**config.mk**
```make
export PLATFORM = sky130hd
export DESIGN_NAME = hdlc_rx_top
export DESIGN_NICKNAME = d
export VERILOG_FILES = /design/src/rtl/hdlc_rx_pkg.sv /design/src/rtl/hdlc_rx_deframer.sv /design/src/rtl/hdlc_rx_fifo.sv /design/src/rtl/hdlc_rx_status.sv /design/src/rtl/hdlc_rx_top.sv
export SDC_FILE = /design/constraint.sdc
export NUM_CORES = 1
export LEC_CHECK = 0
export ABC_CLOCK_PERIOD_IN_PS = 7850
export BUFFER_PORTS_ARGS = -buffer_cell sky130_fd_sc_hd__buf_2
export CORE_ASPECT_RATIO = 1.75
export CORE_MARGIN = 2
export CORE_UTILIZATION = 55
export DETAILED_ROUTE_END_ITERATION = 6
export PLACE_DENSITY = 0.72
export SYNTH_ARGS = -nofsm -noshare
export SYNTH_HDL_FRONTEND = slang
export SYNTH_SLANG_ARGS = --single-unit
```
**constraint.sdc**
```tcl
create_clock -name clk -period 7.85 [get_ports clk]
set_input_delay 0.3925 -clock clk [delete_from_list [all_inputs] [get_ports clk]]
set_output_delay 0.3925 -clock clk [all_outputs]
set_load 0.01 [all_outputs]
```
**src/rtl/hdlc_rx_pkg.sv**
```systemverilog
// Shared types for the HDLC receiver: entry tag encoding, FIFO entry layout,
// latched-status bit positions and the flag delay length.
package hdlc_rx_pkg;

    typedef enum logic [1:0] {
        EOP_NONE  = 2'd0,
        EOP_GOOD  = 2'd1,
        EOP_ABORT = 2'd2,
        EOP_BAD   = 2'd3
    } eop_tag_t;

    typedef struct packed {
        eop_tag_t   tag;
        logic [7:0] data;
    } rx_entry_t;

    localparam int ST_W       = 8;
    localparam int ST_OVF     = 0;
    localparam int ST_HIGH    = 1;
    localparam int ST_ABORT   = 2;
    localparam int ST_EOPRD   = 3;
    localparam int ST_EOPDET  = 4;
    localparam int ST_GOAHEAD = 5;

    // Bits of a closing flag that enter the data path before it is recognised.
    localparam int FLAG_LAG = 7;

endpackage

```
**src/rtl/hdlc_rx_deframer.sv**
```systemverilog
// Bit-level HDLC receive engine.
// It tracks runs of ones to find flags, aborts and go-ahead patterns, and deletes
// inserted zeros. Data bits pass through a FLAG_LAG-bit delay line, so the flag
// prefix is discarded before it can reach a byte. One completed byte is held back
// so that it can be tagged when the frame ends.
// Assumes: bits arrive LSB first. ovf_kill is a one-cycle pulse from the FIFO side.
module hdlc_rx_deframer
    import hdlc_rx_pkg::*;
#(
    parameter int ABORT_MIN_BITS = 26,
    parameter int MIN_BYTES      = 2
) (
    input  logic      clk,
    input  logic      rst_n,
    input  logic      bit_in,
    input  logic      bit_vld,
    input  logic      ovf_kill,
    output logic      wr_req,
    output rx_entry_t wr_entry,
    output logic      goahead_evt,
    output logic      abort_evt
);

    localparam int FBW = $clog2(ABORT_MIN_BITS + 1);
    localparam int BCW = $clog2(MIN_BYTES + 1);
    localparam int DLW = $clog2(FLAG_LAG + 1);

    logic [2:0]          ones;
    logic                zero_seen;
    logic                in_frame;
    logic [FLAG_LAG-1:0] dly;
    logic [DLW-1:0]      dly_n;
    logic [7:0]          asm_q;
    logic [2:0]          bitpos;
    logic [BCW-1:0]      byte_cnt;
    logic [7:0]          held;
    logic                held_v;
    logic [FBW-1:0]      frm_bits;

    logic      seen_flag, seen_seven, seen_stuff, push, exits;
    logic      idle_close, frame_bad, frame_long;
    logic [7:0] new_byte;

    // Decode what the current bit means for the framing state.
    always_comb begin
        seen_flag  = bit_vld && !bit_in && (ones == 3'd6);
        seen_seven = bit_vld &&  bit_in && (ones == 3'd6);
        seen_stuff = bit_vld && in_frame && !bit_in && (ones == 3'd5);
        push       = bit_vld && in_frame && !seen_flag && !seen_seven && !seen_stuff;
        exits      = push && (dly_n == DLW'(FLAG_LAG));
        new_byte   = {dly[0], asm_q[7:1]};
        idle_close = (byte_cnt == '0) && (bitpos == 3'd0);
        frame_bad  = (bitpos != 3'd0) || (byte_cnt < BCW'(MIN_BYTES));
        frame_long = (frm_bits >= FBW'(ABORT_MIN_BITS));
    end

    // Framing state, bit delay line, byte assembly and FIFO write generation.
    always_ff @(posedge clk) begin
        if (!rst_n) begin
            ones        <= 3'd0;
            zero_seen   <= 1'b0;
            in_frame    <= 1'b0;
            dly         <= '0;
            dly_n       <= '0;
            asm_q       <= '0;
            bitpos      <= 3'd0;
            byte_cnt    <= '0;
            held        <= '0;
            held_v      <= 1'b0;
            frm_bits    <= '0;
            wr_req      <= 1'b0;
            wr_entry    <= '0;
            goahead_evt <= 1'b0;
            abort_evt   <= 1'b0;
        end else begin
            wr_req      <= 1'b0;
            goahead_evt <= 1'b0;
            abort_evt   <= 1'b0;
            if (bit_vld) begin
                ones <= bit_in ? ((ones == 3'd7) ? 3'd7 : ones + 3'd1) : 3'd0;
                if (!bit_in) zero_seen <= 1'b1;
                if (seen_seven && zero_seen) goahead_evt <= 1'b1;
            end
            if (seen_flag) begin
                if (in_frame && !idle_close) begin
                    wr_req        <= 1'b1;
                    wr_entry.data <= held_v ? held : 8'h00;
                    wr_entry.tag  <= frame_bad ? EOP_BAD : EOP_GOOD;
                end
                in_frame <= 1'b1;
                dly_n    <= '0;
                bitpos   <= 3'd0;
                byte_cnt <= '0;
                held_v   <= 1'b0;
                frm_bits <= '0;
            end else if (seen_seven) begin
                if (in_frame && frame_long) begin
                    wr_req        <= 1'b1;
                    wr_entry.data <= held;
                    wr_entry.tag  <= EOP_ABORT;
                    abort_evt     <= 1'b1;
                end
                in_frame <= 1'b0;
            end else if (push) begin
                dly <= {bit_in, dly[FLAG_LAG-1:1]};
                if (dly_n != DLW'(FLAG_LAG)) dly_n <= dly_n + 1'b1;
                if (!frame_long) frm_bits <= frm_bits + 1'b1;
                if (exits) begin
                    asm_q  <= new_byte;
                    bitpos <= bitpos + 3'd1;
                    if (bitpos == 3'd7) begin
                        held   <= new_byte;
                        held_v <= 1'b1;
                        if (byte_cnt < BCW'(MIN_BYTES)) byte_cnt <= byte_cnt + 1'b1;
                        if (held_v) begin
                            wr_req        <= 1'b1;
                            wr_entry.data <= held;
                            wr_entry.tag  <= EOP_NONE;
                        end
                    end
                end
            end
            if (ovf_kill) in_frame <= 1'b0;
        end
    end

endmodule

```
**src/rtl/hdlc_rx_fifo.sv**
```systemverilog
// Tagged receive FIFO with a show-ahead head.
// Pointers move on the edge that performs a push or a pop. The reported level and
// the head tag snapshot are registered from the pointers, so they lag by one cycle.
// Assumes: the writer checks full itself, and pushes while full are dropped here.
module hdlc_rx_fifo
    import hdlc_rx_pkg::*;
#(
    parameter int DEPTH = 32
) (
    input  logic                   clk,
    input  logic                   rst_n,
    input  logic                   wr_req,
    input  rx_entry_t              wr_entry,
    input  logic                   rd_req,
    output rx_entry_t              head,
    output eop_tag_t               head_tag_q,
    output logic [$clog2(DEPTH):0] level_q,
    output logic                   full,
    output logic                   empty
);

    localparam int AW = $clog2(DEPTH);

    rx_entry_t   mem [DEPTH];
    logic [AW:0] wptr, rptr;
    logic [AW:0] used;
    logic        do_push, do_pop;

    // Occupancy from the live pointers, for overflow and underflow protection.
    always_comb begin
        used    = wptr - rptr;
        full    = (used == (AW+1)'(DEPTH));
        empty   = (used == '0);
        do_push = wr_req && !full;
        do_pop  = rd_req && !empty;
        head    = mem[rptr[AW-1:0]];
    end

    // Storage write port.
    always_ff @(posedge clk) begin
        if (do_push) mem[wptr[AW-1:0]] <= wr_entry;
    end

    // Pointer update and the lagged status snapshot.
    always_ff @(posedge clk) begin
        if (!rst_n) begin
            wptr       <= '0;
            rptr       <= '0;
            level_q    <= '0;
            head_tag_q <= EOP_NONE;
        end else begin
            if (do_push) wptr <= wptr + 1'b1;
            if (do_pop)  rptr <= rptr + 1'b1;
            level_q    <= used;
            head_tag_q <= empty ? EOP_NONE : head.tag;
        end
    end

endmodule

```
**src/rtl/hdlc_rx_status.sv**
```systemverilog
// Latched status word and interrupt masking.
// Each bit is sticky. A pulse on either read strobe clears the whole word, and a
// set in the same cycle wins over the clear.
// Assumes: event inputs are single-cycle pulses, and level inputs are the lagged FIFO view.
module hdlc_rx_status
    import hdlc_rx_pkg::*;
#(
    parameter int DEPTH     = 32,
    parameter int HIGH_MARK = 16
) (
    input  logic                   clk,
    input  logic                   rst_n,
    input  logic                   ovf_evt,
    input  logic                   abort_evt,
    input  logic                   eopdet_evt,
    input  logic                   goahead_evt,
    input  logic                   rd_empty_evt,
    input  logic [$clog2(DEPTH):0] level_q,
    input  eop_tag_t               head_tag_q,
    input  logic                   lat_rd,
    input  logic                   int_rd,
    input  logic [ST_W-1:0]        irq_mask,
    output logic [ST_W-1:0]        lat_q,
    output logic [ST_W-1:0]        int_stat,
    output logic                   irq
);

    localparam int LW = $clog2(DEPTH) + 1;

    logic [ST_W-1:0] set_v;

    // Gather the set conditions for this cycle.
    always_comb begin
        set_v              = '0;
        set_v[ST_OVF]      = ovf_evt;
        set_v[ST_HIGH]     = (level_q > LW'(HIGH_MARK));
        set_v[ST_ABORT]    = abort_evt;
        set_v[ST_EOPRD]    = rd_empty_evt ||
                             ((level_q == LW'(1)) && (head_tag_q != EOP_NONE));
        set_v[ST_EOPDET]   = eopdet_evt;
        set_v[ST_GOAHEAD]  = goahead_evt;
    end

    // Sticky latches with clear on either register read.
    always_ff @(posedge clk) begin
        if (!rst_n) lat_q <= '0;
        else        lat_q <= ((lat_rd || int_rd) ? '0 : lat_q) | set_v;
    end

    // Masked view and interrupt line.
    always_comb begin
        int_stat = lat_q & irq_mask;
        irq      = |int_stat;
    end

endmodule

```
**src/rtl/hdlc_rx_top.sv**
```systemverilog
// HDLC receiver top: deframer feeding a tagged FIFO, with latched status.
// A write into a full FIFO is dropped, and the deframer is sent back to flag hunt.
// Assumes: a single clock domain, with the serial bit already sampled into it.
module hdlc_rx_top
    import hdlc_rx_pkg::*;
#(
    parameter int DEPTH          = 32,
    parameter int HIGH_MARK      = 16,
    parameter int ABORT_MIN_BITS = 26,
    parameter int MIN_BYTES      = 2
) (
    input  logic                   clk,
    input  logic                   rst_n,
    input  logic                   rx_bit,
    input  logic                   rx_bit_vld,
    input  logic                   rd_pop,
    output logic [7:0]             rd_data,
    output logic [1:0]             rd_tag,
    output logic [$clog2(DEPTH):0] fifo_level,
    input  logic                   lat_rd,
    input  logic                   int_rd,
    input  logic [ST_W-1:0]        irq_mask,
    output logic [ST_W-1:0]        lat_stat,
    output logic [ST_W-1:0]        int_stat,
    output logic                   irq
);

    logic      df_wr, df_goahead, df_abort;
    rx_entry_t df_entry;
    rx_entry_t ff_head;
    eop_tag_t  ff_tag_q;
    logic      ff_full, ff_empty;
    logic      ovf_evt, eopdet_evt, rd_empty_evt;

    // Cross-unit events: a dropped write, an accepted packet end, a pop while empty.
    always_comb begin
        ovf_evt      = df_wr && ff_full;
        eopdet_evt   = df_wr && !ff_full && (df_entry.tag != EOP_NONE);
        rd_empty_evt = rd_pop && ff_empty;
        rd_data      = ff_head.data;
        rd_tag       = ff_head.tag;
    end

    hdlc_rx_deframer #(
        .ABORT_MIN_BITS (ABORT_MIN_BITS),
        .MIN_BYTES      (MIN_BYTES)
    ) deframer_i (
        .clk         (clk),
        .rst_n       (rst_n),
        .bit_in      (rx_bit),
        .bit_vld     (rx_bit_vld),
        .ovf_kill    (ovf_evt),
        .wr_req      (df_wr),
        .wr_entry    (df_entry),
        .goahead_evt (df_goahead),
        .abort_evt   (df_abort)
    );

    hdlc_rx_fifo #(
        .DEPTH (DEPTH)
    ) fifo_i (
        .clk        (clk),
        .rst_n      (rst_n),
        .wr_req     (df_wr),
        .wr_entry   (df_entry),
        .rd_req     (rd_pop),
        .head       (ff_head),
        .head_tag_q (ff_tag_q),
        .level_q    (fifo_level),
        .full       (ff_full),
        .empty      (ff_empty)
    );

    hdlc_rx_status #(
        .DEPTH     (DEPTH),
        .HIGH_MARK (HIGH_MARK)
    ) status_i (
        .clk          (clk),
        .rst_n        (rst_n),
        .ovf_evt      (ovf_evt),
        .abort_evt    (df_abort),
        .eopdet_evt   (eopdet_evt),
        .goahead_evt  (df_goahead),
        .rd_empty_evt (rd_empty_evt),
        .level_q      (fifo_level),
        .head_tag_q   (ff_tag_q),
        .lat_rd       (lat_rd),
        .int_rd       (int_rd),
        .irq_mask     (irq_mask),
        .lat_q        (lat_stat),
        .int_stat     (int_stat),
        .irq          (irq)
    );

endmodule

```
==> impl_metrics.env <==
export IMPL_post_cts_resized=0
export IMPL_drt_total_wl_mm=31.7
export IMPL_vias=8152
export IMPL_diodes=0
export IMPL_yosysMostFrequentCell="edfxtp_1"
export IMPL_cp_start_kind="flip-flop"
export IMPL_maxCapViolCount=0
export IMPL_yosys_most_used_dff="edfxtp_1"
export IMPL_setup_ws_ps=3480
export IMPL_area_growth_pct=10.7
export IMPL_grt_usage_pct=21.7
export IMPL_cts_hold_fix_buffers=0
export IMPL_clock_sinks=405
export IMPL_worstMarginPinSlew_ps=1290
export IMPL_ant_nets=0
export IMPL_power_density_nw_per_um2=248
export IMPL_setup_viol=0
export IMPL_critical_path_endpoint_type="output port"
export IMPL_run_status="completed"
export IMPL_rsz0062_at_grt="no"
export IMPL_synth_area_um2=16200
export IMPL_crit_path_cell_trace="buf_4 > mux4_2 > mux4_2 > mux2_2 > buf_2"
export IMPL_grt_pass1_vias=8371
export IMPL_die_h_um=231
export IMPL_slowest_stage="dfxtp_4"
export IMPL_arrival_ps=3980
export IMPL_ioPinCount=48
export IMPL_place_ws_ps=3870
export IMPL_clock_skew_ps=23.0
export IMPL_max_freq_mhz=229
export IMPL_maxSlewHeadroom_pct=14.2
export IMPL_finalHoldViolations=0
export IMPL_synth_area_leaders="edfxtp_1 59%, mux4_2 14%, dfxtp_1 11%"
export IMPL_cts_tree="yes"
export IMPL_synthCells=936
export IMPL_clk_latency_ps=520
export IMPL_drcViolationCount=0
export IMPL_critPathKind="flip-flop to output port"
export IMPL_start_util_pct=55.5
export IMPL_post_cts_buffers=0
export IMPL_drive_above_1_share_pct=22.3
export IMPL_tns_ps=0
export IMPL_grt_first_pass_wirelength_mm=49.5
export IMPL_critical_path_required_ps=7460
export IMPL_slowest_delay_ps=890
export IMPL_yosysTopAreaCell="edfxtp_1"
export IMPL_cpMostUsedCell="mux4_2"
export IMPL_maxSlewViolCount=0
export IMPL_sequential_cell_area_um2=11300
export IMPL_post_place_cells=1321
export IMPL_layout_nets=1013
export IMPL_post_route_period_util_pct=55.7
export IMPL_overflow=0
export IMPL_viasPerCell=5.89
export IMPL_multi_input_area_um2=4550
export IMPL_ys_seq_elements=405
export IMPL_synth_avg_cell_area_um2=17.3
export IMPL_async_reset_ff_share_pct=0
export IMPL_ys_warn_count=0
export IMPL_die_area_um2=30800
export IMPL_cts_clk_slew_worst_paths_ps=70
export IMPL_cts_max_level=2
export IMPL_finalNonFillerCells=1383
export IMPL_synth_cell_types=52
export IMPL_synth_top_area_share_pct=59.5
export IMPL_numCtsBuffers=35
export IMPL_synth_edf_count=320
export IMPL_synth_commonest_cells="320 x edfxtp_1, 100 x mux4_2, 85 x dfxtp_1"
export IMPL_nFillCells=2138
export IMPL_place_congestion=0.775
export IMPL_die_width_um=134
export IMPL_ir_drop_uv=178
export IMPL_grt_max_degree=66
export IMPL_grt_antenna_before_repair=0
export IMPL_cts_root_buf="clkbuf_16"
export IMPL_p_total_w=0.00443
export IMPL_core_um2=29100
export IMPL_num_rows=83
export IMPL_clk_path_buf_depth=3
export IMPL_hpwl_mm=20.5
export IMPL_drt_first_iter_violations=740
export IMPL_yosysSeqAreaShare_pct=70.0
export IMPL_io_buffers=41
export IMPL_power_leakage_nw=4.84
export IMPL_fin_crit_ps=4370
export IMPL_dr_pass1_iters=5
export IMPL_wl_per_cell_um=22.9
export IMPL_path_max_fanout=41
export IMPL_hold_class="primary input to flip-flop"
## metrics by stage
step | hold slack (ps) | cell area, µm² | utilization, %
6_report | 204 | 17900 | 61.5
5_1_grt | 214 | 17900 | 61.5
4_1_cts | 190 | 17900 | 61.5
3_5_place_dp | 445 | 16700 | 57.4
3_3_place_gp | 446 | 16700 | 57.4
2_1_floorplan | 416 | 16200 | -
## kinds of logic (layout without fill, tap and decap cells)
group	after synthesis	count (layout)	synth area share (%)
adders and majority gates	22	22	1.75
and+or+nand+nor	225	225	6.65
muxes	137	137	16.3
other	1	4	0.0232
xor gates and xnor gates	10	10	0.542
AOI/OAI and AO/OA	68	68	2.80
DFF	405	405	70.0
buffers and inverters	68	130	1.88
## path summary, 6_finish.rpt
path | slack, ps | endpoint | from | cells after the start
setup / recovery | 3480 | rd_tag[1] | flip-flop | 5
hold / removal | 200 | status_i.lat_q[3]$_SDFF_PN0_ | rd_pop | 3
setup reg to reg | 3820 | fifo_i.mem[3][7]$_DFFE_PP_ | fifo_i.wptr[0]$_SDFFE_PN0P_ | 9
hold reg to reg | 450 | deframer_i.goahead_evt$_SDFF_PN0_ | deframer_i.zero_seen$_SDFFE_PN0P_ | 2
## flip-flops by register name, indices dropped and copies added (netlist names), 2 cells and up, named ones only
name	cells
fifo_i.head_tag_q	2
deframer_i.bitpos	3
deframer_i.frm_bits	5
fifo_i.rptr	6
deframer_i.wr_entry	10
status_i.lat_q	6
deframer_i.asm_q	7
deframer_i.byte_cnt	2
fifo_i.level_q	6
deframer_i.held	8
deframer_i.dly	7
fifo_i.mem	320
deframer_i.dly_n	3
fifo_i.wptr	6
deframer_i.ones	3
## critical path: cells and delay by family (launching register included)
family                 cells  cell delay (ps)
multiplexers               3             1590
buffers and inverters      2              910
flip-flops                 1              890
## layer usage
metal / part of all wire (%) / up-vias / global-route usage, %
met2: 55 / 237 / 38.5
met4: 4.8 / 0 / 10.6
li1: - / 3705 / -
met5: 0 / - / 0
met3: 4.8 / 61 / 3.29
met1: 36 / 4149 / 25.6
## cell type report
cell class,instances,area share (%)
Clock buffer,45,5.46
Timing Repair Buffer,50,1.53
Inverter,18,0.378
Clock inverter,17,1.25
Multi-Input combinational cell,466,25.4
Tap cell,382,2.67
Sequential cell,405,63.3
## power breakdown
group	internal [W]	switching, W
Sequential	0.00230	0.0000565
Clock	0.00105	0.000742
Combinational	0.000142	0.000139
Total	0.00349	0.000938
## layout by cell type, fill, tap and decap left out, drive strengths merged, types with 6 or more instances in the layout
cell type	instances
edfxtp	320
mux4	100
dfxtp	85
nand2	76
nor2	52
buf	50
clkbuf	45
mux2i	26
nand3	21
ha	21
a21boi	20
inv	19
a21oi	16
nor2b	15
and2	14
o21ai	13
mux2	11
clkinv	10
nand2b	8
or3	7
xnor2	6
nor3	6
(Power assumes the default switching activity.)
